==> config.mk <==
export PLATFORM = sky130hd
export DESIGN_NAME = tframe_tx
export DESIGN_NICKNAME = d
export VERILOG_FILES = /design/src/rtl/tframe_pkg.sv /design/src/rtl/tframe_crc16.sv /design/src/rtl/tframe_cts.sv /design/src/rtl/tframe_tx.sv
export SDC_FILE = /design/constraint.sdc
export NUM_CORES = 1
export LEC_CHECK = 0
export ABC_AREA = 1
export BUFFER_PORTS_ARGS = -buffer_cell sky130_fd_sc_hd__buf_2
export CORE_MARGIN = 4
export CORE_UTILIZATION = 45
export DETAILED_ROUTE_END_ITERATION = 16
export MAX_ROUTING_LAYER = met4
export PLACE_DENSITY = 0.71
export SLEW_MARGIN = 30
export SYNTH_ARGS = -nofsm -noshare
export SYNTH_HDL_FRONTEND = slang
export SYNTH_SLANG_ARGS = --single-unit
==> constraint.sdc <==
create_clock -name clk -period 2.92 [get_ports clk]
set_input_delay 0.146 -clock clk [delete_from_list [all_inputs] [get_ports clk]]
set_output_delay 0.146 -clock clk [all_outputs]
set_load 0.01 [all_outputs]
==> src/rtl/tframe_pkg.sv <==
// Package: shared encodings and constants for the transparent frame transmitter.
// Assumes: all users compile this package first.
package tframe_pkg;

    // Clear-to-send handling selected by the two-bit mode input.
    typedef enum logic [1:0] {
        CTS_IGNORE   = 2'b00,
        CTS_PULSE    = 2'b01,
        CTS_ENVELOPE = 2'b10
    } cts_mode_e;

    // Transmitter sequencing.
    typedef enum logic [1:0] {
        ST_IDLE = 2'b00,
        ST_DATA = 2'b01,
        ST_CRC  = 2'b10
    } tx_state_e;

    localparam logic [15:0] CCITT_POLY   = 16'h1021;
    localparam logic [15:0] CCITT_PRESET = 16'hFFFF;

endpackage

==> src/rtl/tframe_crc16.sv <==
// Module: serial CRC register for the transmitter.
// Function: loads the preset and folds in one bit, folds in further bits, or
// shifts out its contents MSB first; out_bit is the complement of the top bit.
// Assumes: at most one of start/step/shift is high in a cycle (start wins).
module tframe_crc16 #(
    parameter int          CRC_W  = 16,
    parameter logic [15:0] POLY   = 16'h1021,
    parameter logic [15:0] PRESET = 16'hFFFF
) (
    input  logic clk,
    input  logic rst_n,
    input  logic start,
    input  logic step,
    input  logic shift,
    input  logic bit_in,
    output logic out_bit
);

    logic [CRC_W-1:0] crc_q;

    // One CRC step for a single data bit.
    function automatic logic [CRC_W-1:0] fold(input logic [CRC_W-1:0] c, input logic b);
        logic fb;
        fb = c[CRC_W-1] ^ b;
        return {c[CRC_W-2:0], 1'b0} ^ (fb ? POLY[CRC_W-1:0] : '0);
    endfunction

    // Register update: preset+fold, fold, or shift toward the output.
    always_ff @(posedge clk) begin
        if (!rst_n)      crc_q <= PRESET[CRC_W-1:0];
        else if (start)  crc_q <= fold(PRESET[CRC_W-1:0], bit_in);
        else if (step)   crc_q <= fold(crc_q, bit_in);
        else if (shift)  crc_q <= {crc_q[CRC_W-2:0], 1'b0};
    end

    assign out_bit = ~crc_q[CRC_W-1];

endmodule

==> src/rtl/tframe_cts.sv <==
// Module: clear-to-send qualifier.
// Function: says whether an idle transmitter may start (may_start) and whether
// a running frame has lost its envelope (lost). In pulse mode a CTS assertion
// seen while idle is remembered until a frame starts.
// Assumes: cts is already synchronous to clk.
module tframe_cts
    import tframe_pkg::*;
(
    input  logic       clk,
    input  logic       rst_n,
    input  logic [1:0] mode,
    input  logic       cts,
    input  logic       idle,
    input  logic       frame_start,
    output logic       may_start,
    output logic       lost
);

    logic armed_q;

    // Pulse-mode arming latch, cleared when a frame starts or the mode changes.
    always_ff @(posedge clk) begin
        if (!rst_n)                                   armed_q <= 1'b0;
        else if (frame_start || mode != CTS_PULSE)    armed_q <= 1'b0;
        else if (idle && cts)                         armed_q <= 1'b1;
    end

    // Start permission and envelope-loss decode.
    always_comb begin
        case (mode)
            CTS_PULSE:    may_start = cts | armed_q;
            CTS_ENVELOPE: may_start = cts;
            default:      may_start = 1'b1;
        endcase
        lost = (mode == CTS_ENVELOPE) && !cts;
    end

    // an envelope-mode frame never begins without CTS.
    p_env_start_needs_cts_r10: assert property (@(posedge clk) disable iff (!rst_n)
        (frame_start && mode == CTS_ENVELOPE) |-> cts);

endmodule

==> src/rtl/tframe_tx.sv <==
// Module: transparent serial frame transmitter (top).
// Function: accepts bytes on valid/ready, shifts them out one bit per bit_en
// strobe framed by tx_rts, optionally appends a complemented CRC-16-CCITT, and
// ends early with a tx_abort pulse on envelope loss or underrun.
// Assumes: bit_en is a single-cycle strobe; cts is synchronous to clk.
module tframe_tx
    import tframe_pkg::*;
#(
    parameter int DATA_W = 8,
    parameter int CRC_W  = 16
) (
    input  logic              clk,
    input  logic              rst_n,
    input  logic              bit_en,
    input  logic [1:0]        cts_mode,
    input  logic              cts,
    input  logic              msb_first,
    input  logic [DATA_W-1:0] in_data,
    input  logic              in_valid,
    input  logic              in_last,
    input  logic              in_crc_en,
    output logic              in_ready,
    output logic              tx_data,
    output logic              tx_rts,
    output logic              tx_abort
);

    localparam int IDX_W = (DATA_W > 1) ? $clog2(DATA_W) : 1;
    localparam int CNT_W = $clog2(CRC_W);
    localparam logic [IDX_W-1:0] IDX_LAST = IDX_W'(DATA_W - 1);
    localparam logic [CNT_W-1:0] CNT_LAST = CNT_W'(CRC_W - 1);

    tx_state_e         state_q;
    logic [DATA_W-1:0] byte_q;
    logic [IDX_W-1:0]  idx_q;
    logic [CNT_W-1:0]  ccnt_q;
    logic              last_q, crcen_q, msb_q;
    logic              txd_q, rts_q, abort_q;

    logic may_start, lost, start, lost_now, end_of_byte, need_byte;
    logic nxt_bit, crc_out, crc_step, crc_shift;

    // Bit selected from a byte by position and order.
    function automatic logic bit_of(input logic [DATA_W-1:0] b,
                                    input logic [IDX_W-1:0] i, input logic msb);
        return msb ? b[IDX_LAST - i] : b[i];
    endfunction

    tframe_cts u_cts (
        .clk         (clk),
        .rst_n       (rst_n),
        .mode        (cts_mode),
        .cts         (cts),
        .idle        (state_q == ST_IDLE),
        .frame_start (start),
        .may_start   (may_start),
        .lost        (lost)
    );

    // Strobe-qualified control decode.
    always_comb begin
        end_of_byte = (idx_q == IDX_LAST);
        need_byte   = (state_q == ST_DATA) && end_of_byte && !last_q;
        start       = bit_en && (state_q == ST_IDLE) && may_start && in_valid;
        lost_now    = bit_en && lost && (state_q != ST_IDLE);
        in_ready    = bit_en && (((state_q == ST_IDLE) && may_start) || (need_byte && !lost));
        if (state_q == ST_IDLE)  nxt_bit = bit_of(in_data, '0, msb_first);
        else if (end_of_byte)    nxt_bit = bit_of(in_data, '0, msb_q);
        else                     nxt_bit = bit_of(byte_q, idx_q + IDX_W'(1), msb_q);
        crc_step  = bit_en && !lost && (state_q == ST_DATA) &&
                    (!end_of_byte || (need_byte && in_valid));
        crc_shift = bit_en && !lost &&
                    (((state_q == ST_DATA) && end_of_byte && last_q && crcen_q) ||
                     ((state_q == ST_CRC) && ccnt_q != CNT_LAST));
    end

    tframe_crc16 #(
        .CRC_W  (CRC_W),
        .POLY   (CCITT_POLY),
        .PRESET (CCITT_PRESET)
    ) u_crc (
        .clk     (clk),
        .rst_n   (rst_n),
        .start   (start),
        .step    (crc_step),
        .shift   (crc_shift),
        .bit_in  (nxt_bit),
        .out_bit (crc_out)
    );

    // Frame sequencer: all progress happens on strobe cycles.
    always_ff @(posedge clk) begin
        if (!rst_n) begin
            state_q <= ST_IDLE;
            byte_q  <= '0;
            idx_q   <= '0;
            ccnt_q  <= '0;
            last_q  <= 1'b0;
            crcen_q <= 1'b0;
            msb_q   <= 1'b0;
            txd_q   <= 1'b1;
            rts_q   <= 1'b0;
            abort_q <= 1'b0;
        end else begin
            abort_q <= 1'b0;
            if (bit_en) begin
                case (state_q)
                    ST_IDLE: begin
                        if (start) begin
                            byte_q  <= in_data;
                            idx_q   <= '0;
                            last_q  <= in_last;
                            crcen_q <= in_crc_en;
                            msb_q   <= msb_first;
                            txd_q   <= nxt_bit;
                            rts_q   <= 1'b1;
                            state_q <= ST_DATA;
                        end
                    end
                    ST_DATA: begin
                        if (lost_now) begin
                            state_q <= ST_IDLE; rts_q <= 1'b0; txd_q <= 1'b1; abort_q <= 1'b1;
                        end else if (!end_of_byte) begin
                            idx_q <= idx_q + IDX_W'(1);
                            txd_q <= nxt_bit;
                        end else if (!last_q) begin
                            if (in_valid) begin
                                byte_q <= in_data;
                                idx_q  <= '0;
                                last_q <= in_last;
                                txd_q  <= nxt_bit;
                            end else begin
                                state_q <= ST_IDLE; rts_q <= 1'b0; txd_q <= 1'b1; abort_q <= 1'b1;
                            end
                        end else if (crcen_q) begin
                            state_q <= ST_CRC;
                            ccnt_q  <= '0;
                            txd_q   <= crc_out;
                        end else begin
                            state_q <= ST_IDLE; rts_q <= 1'b0; txd_q <= 1'b1;
                        end
                    end
                    ST_CRC: begin
                        if (lost_now) begin
                            state_q <= ST_IDLE; rts_q <= 1'b0; txd_q <= 1'b1; abort_q <= 1'b1;
                        end else if (ccnt_q == CNT_LAST) begin
                            state_q <= ST_IDLE; rts_q <= 1'b0; txd_q <= 1'b1;
                        end else begin
                            ccnt_q <= ccnt_q + CNT_W'(1);
                            txd_q  <= crc_out;
                        end
                    end
                    default: state_q <= ST_IDLE;
                endcase
            end
        end
    end

    assign tx_data  = txd_q;
    assign tx_rts   = rts_q;
    assign tx_abort = abort_q;

    // the line rests high whenever no frame is framed by RTS.
    p_line_high_idle_r1: assert property (@(posedge clk) disable iff (!rst_n)
        !tx_rts |-> tx_data);

    // outputs hold between strobes.
    p_hold_between_strobes_r3: assert property (@(posedge clk) disable iff (!rst_n)
        !bit_en |=> ($stable(tx_data) && $stable(tx_rts)));

    // bytes are only taken on strobe cycles.
    p_ready_with_strobe_r6: assert property (@(posedge clk) disable iff (!rst_n)
        in_ready |-> bit_en);

    // envelope loss ends the frame on that strobe with an abort pulse.
    p_env_loss_aborts_r8: assert property (@(posedge clk) disable iff (!rst_n)
        (cts_mode == CTS_ENVELOPE && tx_rts && bit_en && !cts) |=> (!tx_rts && tx_abort));

    // the abort indication lasts one cycle.
    p_abort_single_r9: assert property (@(posedge clk) disable iff (!rst_n)
        tx_abort |=> !tx_abort);

endmodule

==> metrics, run 1 <==
power per cell area 712 nW/um^2; worst-skew pair later-pin latency ~280 ps; critical path type flop to flop; final instance area 2440 um^2; max_cap viols 0; arrival time worst endpoint about 2500 ps; dpl cell area 2340 um^2; clock power share 0.225; die area about 6100 um^2; FF-to-FF path depth 11; CTS root buf clkbuf_8; Mapped Cells just over 300; area of the multi-input gates 1160 um^2; vias in the first global route 1,844; Reg power frac 0.412; final hold violations 0; Hold Crit Start in_data[2]; routed wire length approximately 4500 um; count of buffers from port buffering 21; Final Net Count 348; Worst Hold Class primary input to flop; Slew @ Worst Pin 560 ps; sequential cell area fraction in the yosys report 0.363; Reg area 801 um^2; Tot Pwr around 1.7 mW; dpl hpwl 3350 um; slew margin rel. 0.626; Post-CTS Setup Bufs 0; internal power between 1 and 1.5 mW; Mapped Area 2200 um^2; cts repair resizes 0; CTS tree done; largest net degree at the start of global routing 33; setup violators final 0; Cell variety after synth 33; Initial Utilization 0.466; Layout area overhead 10.6%; Post-Place Cells 381; share of cells above drive strength 1 0.171; # hold bufs at CTS 0; worst r2r src idx_q[0]; first-pass GRT wire length between 8000 and 9000 um; max-slew violation count 0; Critical Path RT 3110 ps; clk buf depth 2; crit end category flop; CP startpoint kind flop; total grt overflow 0; outcome finished, final reports clean; post-DR vias/cell 4.96; cts bufs inserted 5; Worst VDD drop about 0.35 mV; DIE WIDTH 78.0 um; static leakage about 1.1 nW; Worst-path clk slew 80 ps; WL/cell 11.5 um; post-route ant nets 0; Detailed Route Iter0 Violations 81; Fin Setup TNS 0 ps; synthesized net count 329; NetSw 0.648 mW; fill cell count between 400 and 500; Post-Route Utilization 0.516; core area 4720 um^2; drt drc 0; site row count 25; min Tclk post-route 2300 ps; Synth Register Bits 40; worst hold path depth 3; RSZ-0062 raised after global routing false; combinational fraction of design power 0.363; CTS Sinks 40; Tcrit/Tclk final 0.787; n_diodes 0; fmax roughly 440 MHz; Initial DRT Pass Iterations 4; Final Skew 7.13 ps; GP Congestion 0.886; pre-CTS setup slack 628 ps; YS warnings 0; IO Pins 22; non-filler cells, final roughly 390; hold_ws roughly 110 ps; Setup crit start idx_q[0]; Avg Cell Area, Syn 7.30 um^2; switching portion of total power 0.374; initial antenna violation count 0; H-Tree Depth 2; final setup margin 621 ps; crit path max fanout 17; Die H between 70 and 80 um; Vias ~1,900; gr usage total 0.164
[placed cells by master, fill, tap and decap left out, types with 3 or more instances in the layout]
master / count
a21oi_1: 24
a21oi_2: 3
buf_2: 21
clkbuf_8: 7
dfxtp_1: 40
ha_1: 9
inv_1: 43
inv_2: 6
nand2_1: 57
nand2_2: 4
nand3_1: 32
nor2_1: 13
nor3_1: 4
o2111ai_1: 3
o211ai_1: 6
o21ai_0: 20
o21ai_1: 8
o21ai_2: 6
[area by class of cell]
cell class,count,area share
Timing Repair Buffer,21,0.0431
Sequential cell,40,0.329
Multi-Input combinational cell,203,0.476
Inverter,50,0.0781
Tap cell,67,0.0344
Clock buffer,7,0.0395
[layer usage]
metal | global-route usage | vias up | routed length [um]
met5 | - | - | 0
met4 | 0.0559 | 0 | 59
met3 | 0.0383 | 7 | 195
met2 | 0.257 | 36 | 2020
met1 | 0.209 | 838 | 2200
li1 | - | 1042 | -
[final timing paths]
kind / end / slack [ps]
worst max register to register: u_crc.crc_q[5] / 620
worst max-delay path: u_crc.crc_q[5] / 620
worst min-delay path: byte_q[2] / 110
worst min register to register: u_crc.crc_q[14] / 450
[cell families after synthesis]
group | Yosys count | synth area share
compound gates | 75 | 0.215
xor+xnor | 1 | 0.00398
fa+ha+maj | 9 | 0.0511
buf+inv | 59 | 0.110
flops | 40 | 0.363
simple gates | 118 | 0.256
[registers in the layout, indices dropped and copies added, names as in the netlist]
name / count
last_q: 1
tx_data: 1
state_q: 2
tx_rts: 1
msb_q: 1
u_crc.crc_q: 16
idx_q: 3
byte_q: 8
ccnt_q: 4
crcen_q: 1
tx_abort: 1
u_cts.armed_q: 1
[power by group through the flow]
stage               combinational, mW  clock (mW)  sequential (mW)
floorplan                       0.531           0            0.709
global placement                0.620           0            0.724
detailed placement              0.628           0            0.725
CTS                             0.631       0.404            0.714
global route                    0.732       0.423            0.727
finish                          0.630       0.390            0.714
[synthesized netlist by cell type (all sizes together)]
library cell   n  area, um^2
a2111oi        1        27.5
a211oi         1        7.51
a21oi         27         146
a31o           1        8.76
a32o           1        10.0
buf            4        33.8
clkbuf         5        18.8
dfxtp         40         801
ha             9         113
inv           50         190
nand2         61         239
nand3         33         170
nand3b         1        7.51
nand4          3        48.8
nor2          14        60.1
nor3           4        20.0
nor3b          1        12.5
nor4           1        6.26
o2111ai        3        26.3
o211a          1        10.0
o211ai         6        45.0
o21ai         34         193
xor2           1        8.76
[critical path: stages (launching register included)]
cell and delay (ps):
dfxtp_1 540, ha_1 220, ha_1 220, inv_2 60
a21oi_1 240, o21ai_2 110, o21ai_2 200, nand2_2 220
inv_2 230, a21oi_1 60, nand2_1 70, nand2_1 40
Power figures use the tool's default switching activity.
==> run 2, diff against run 1 <==
==> constraint.sdc (replaced) <==
create_clock -name clk -period 2.38 [get_ports clk]
set_input_delay 0.119 -clock clk [delete_from_list [all_inputs] [get_ports clk]]
set_output_delay 0.119 -clock clk [all_outputs]
set_load 0.01 [all_outputs]
==> metrics, run 2 (synthesis results as in run 1) <==
n_diodes 0 (unchanged); gr usage total 0.167 (+0.00262); site row count 25 (unchanged); Vias 1,956 (+1.7%); Layout area overhead 11.2%; Fin Setup TNS 0 ps (unchanged); Critical Path RT 2560 ps (-550 ps); DIE WIDTH 78.0 um (unchanged); drt drc 0 (unchanged); min Tclk post-route 2110 ps (-193 ps); WL/cell 11.5 um (about the same); Largest register FFs 16 (unchanged); post-route ant nets 0 (unchanged); RSZ-0062 raised after global routing false; CP startpoint kind flop; setup violators final 0 (unchanged); fill cell count 458 (+1.1%); post-DR vias/cell 5.02 (+1.2%); crit path max fanout 17 (unchanged); crit end category flop; IO Pins 22 (unchanged); worst-skew pair later-pin latency 280 ps (about the same); metal1 wirelength 2190 um (-0.41%); slew margin rel. 0.628 (+0.00188); max_cap viols 0 (unchanged); power per cell area 870 nW/um^2 (+22%); first-pass GRT wire length 8140 um (+1.6%); Worst Hold Class primary input to flop; Slew @ Worst Pin 558 ps (-2.82 ps); Reg with most FFs u_crc.crc_q; share of cells above drive strength 1 0.176 (+0.00513); vias in the first global route 1,821 (-1.2%); Final Skew 7.62 ps (+0.491 ps); largest net degree at the start of global routing 33 (unchanged); total grt overflow 0 (unchanged); clk buf depth 2 (unchanged); CTS tree done; CTS root buf clkbuf_8; arrival time worst endpoint 2280 ps (-210 ps); count of buffers from port buffering 21 (unchanged); core area 4720 um^2 (unchanged); # hold bufs at CTS 0 (unchanged); Initial DRT Pass Iterations 4 (unchanged); die area 6080 um^2 (unchanged); DR top layer met4; fmax 475 MHz (+9.2%); Worst-path clk slew 70 ps (about the same); outcome finished, final reports clean; critical path type flop to flop; Post-Route Utilization 0.519 (+0.00318); cts bufs inserted 5 (unchanged); Post-CTS Setup Bufs 0 (unchanged); most frequent cells in the layout nand2_1, inv_1, dfxtp_1, nand3_1, a21oi_1; max-slew violation count 0 (unchanged); GP Congestion 0.934 (+5.5%); top flop regs u_crc.crc_q x16, byte_q x8, ccnt_q x4; CTS Sinks 40 (unchanged); met3 wire len 148 um (-24%); final hold violations 0 (unchanged); Worst VDD drop 0.459 mV (+30%); static leakage 1.15 nW (+0.85%); WL met2 2110 um (+4.1%); dpl hpwl 3400 um (+1.5%); Die H 78.0 um (unchanged); initial antenna violation count 0 (unchanged); Initial Utilization 0.466 (unchanged); Detailed Route Iter0 Violations 98 (+21%); leading cell type in the layout, fill and taps excluded nand2_1; Tcrit/Tclk final 0.885 (+0.0973); H-Tree Depth 2 (unchanged); routed wire length 4500 um (+0.56%); cts repair resizes 0 (unchanged); Final Net Count 350 (+0.57%)
==> run 2: changes by cell type in the layout (fill, tap and decap cells not counted) <==
cell and delta:
buf_4 +2
==> run 2: critical path: stages, from the launching register on <==
cell	delay [ps]
dfxtp_1	340
ha_1	160
ha_1	240
inv_2	60
a21oi_1	240
o21ai_2	110
o21ai_2	220
nand2_2	220
inv_2	230
a21oi_1	60
nand2_1	70
nand2_1	50
==> run 2: path summary, 6_finish.rpt <==
path,cells after the start,to,startpoint,slack (ps)
setup / recovery,11,u_crc.crc_q[12],idx_q[0],270
hold / removal,3,byte_q[2],in_data[2],100
setup reg to reg,11,u_crc.crc_q[12],idx_q[0],270
hold reg to reg,2,u_crc.crc_q[10],u_crc.crc_q[10],460
==> run 2: through the flow <==
step / instance area, um^2 / std cells / setup WS (ps) / power, mW / hold slack [ps]
after floorplan: 2200 / 302 / 647 / 1.52 / 276
after global placement: 2350 / 383 / 316 / 1.66 / 379
after detailed placement: 2350 / 383 / 281 / 1.67 / 388
after CTS: 2450 / 390 / 262 / 2.16 / 94.4
after global routing: 2450 / 390 / 27.3 / 2.32 / 100
final: 2450 / 390 / 275 / 2.13 / 98.7
==> run 2: final cells by class <==
class	instances	area (um^2)	area share
timing repair buffer	23	120	0.0490
sequential	40	801	0.327
multi-input combinational	203	1160	0.473
tap	67	83.8	0.0342
clock buffer	7	96.3	0.0393
inverter	50	190	0.0776
==> run 2: where the power goes <==
| group | switching (mW) | internal, mW |
|---|---|---|
| Clock | 0.218 | 0.258 |
| Combinational | 0.515 | 0.278 |
| Sequential | 0.0617 | 0.803 |
==> run 2: per-layer routing <==
metal	vias up	GRT usage
met3	6	0.0371
met5	-	-
li1	1041	-
met1	881	0.217
met2	28	0.261
met4	0	0.0455
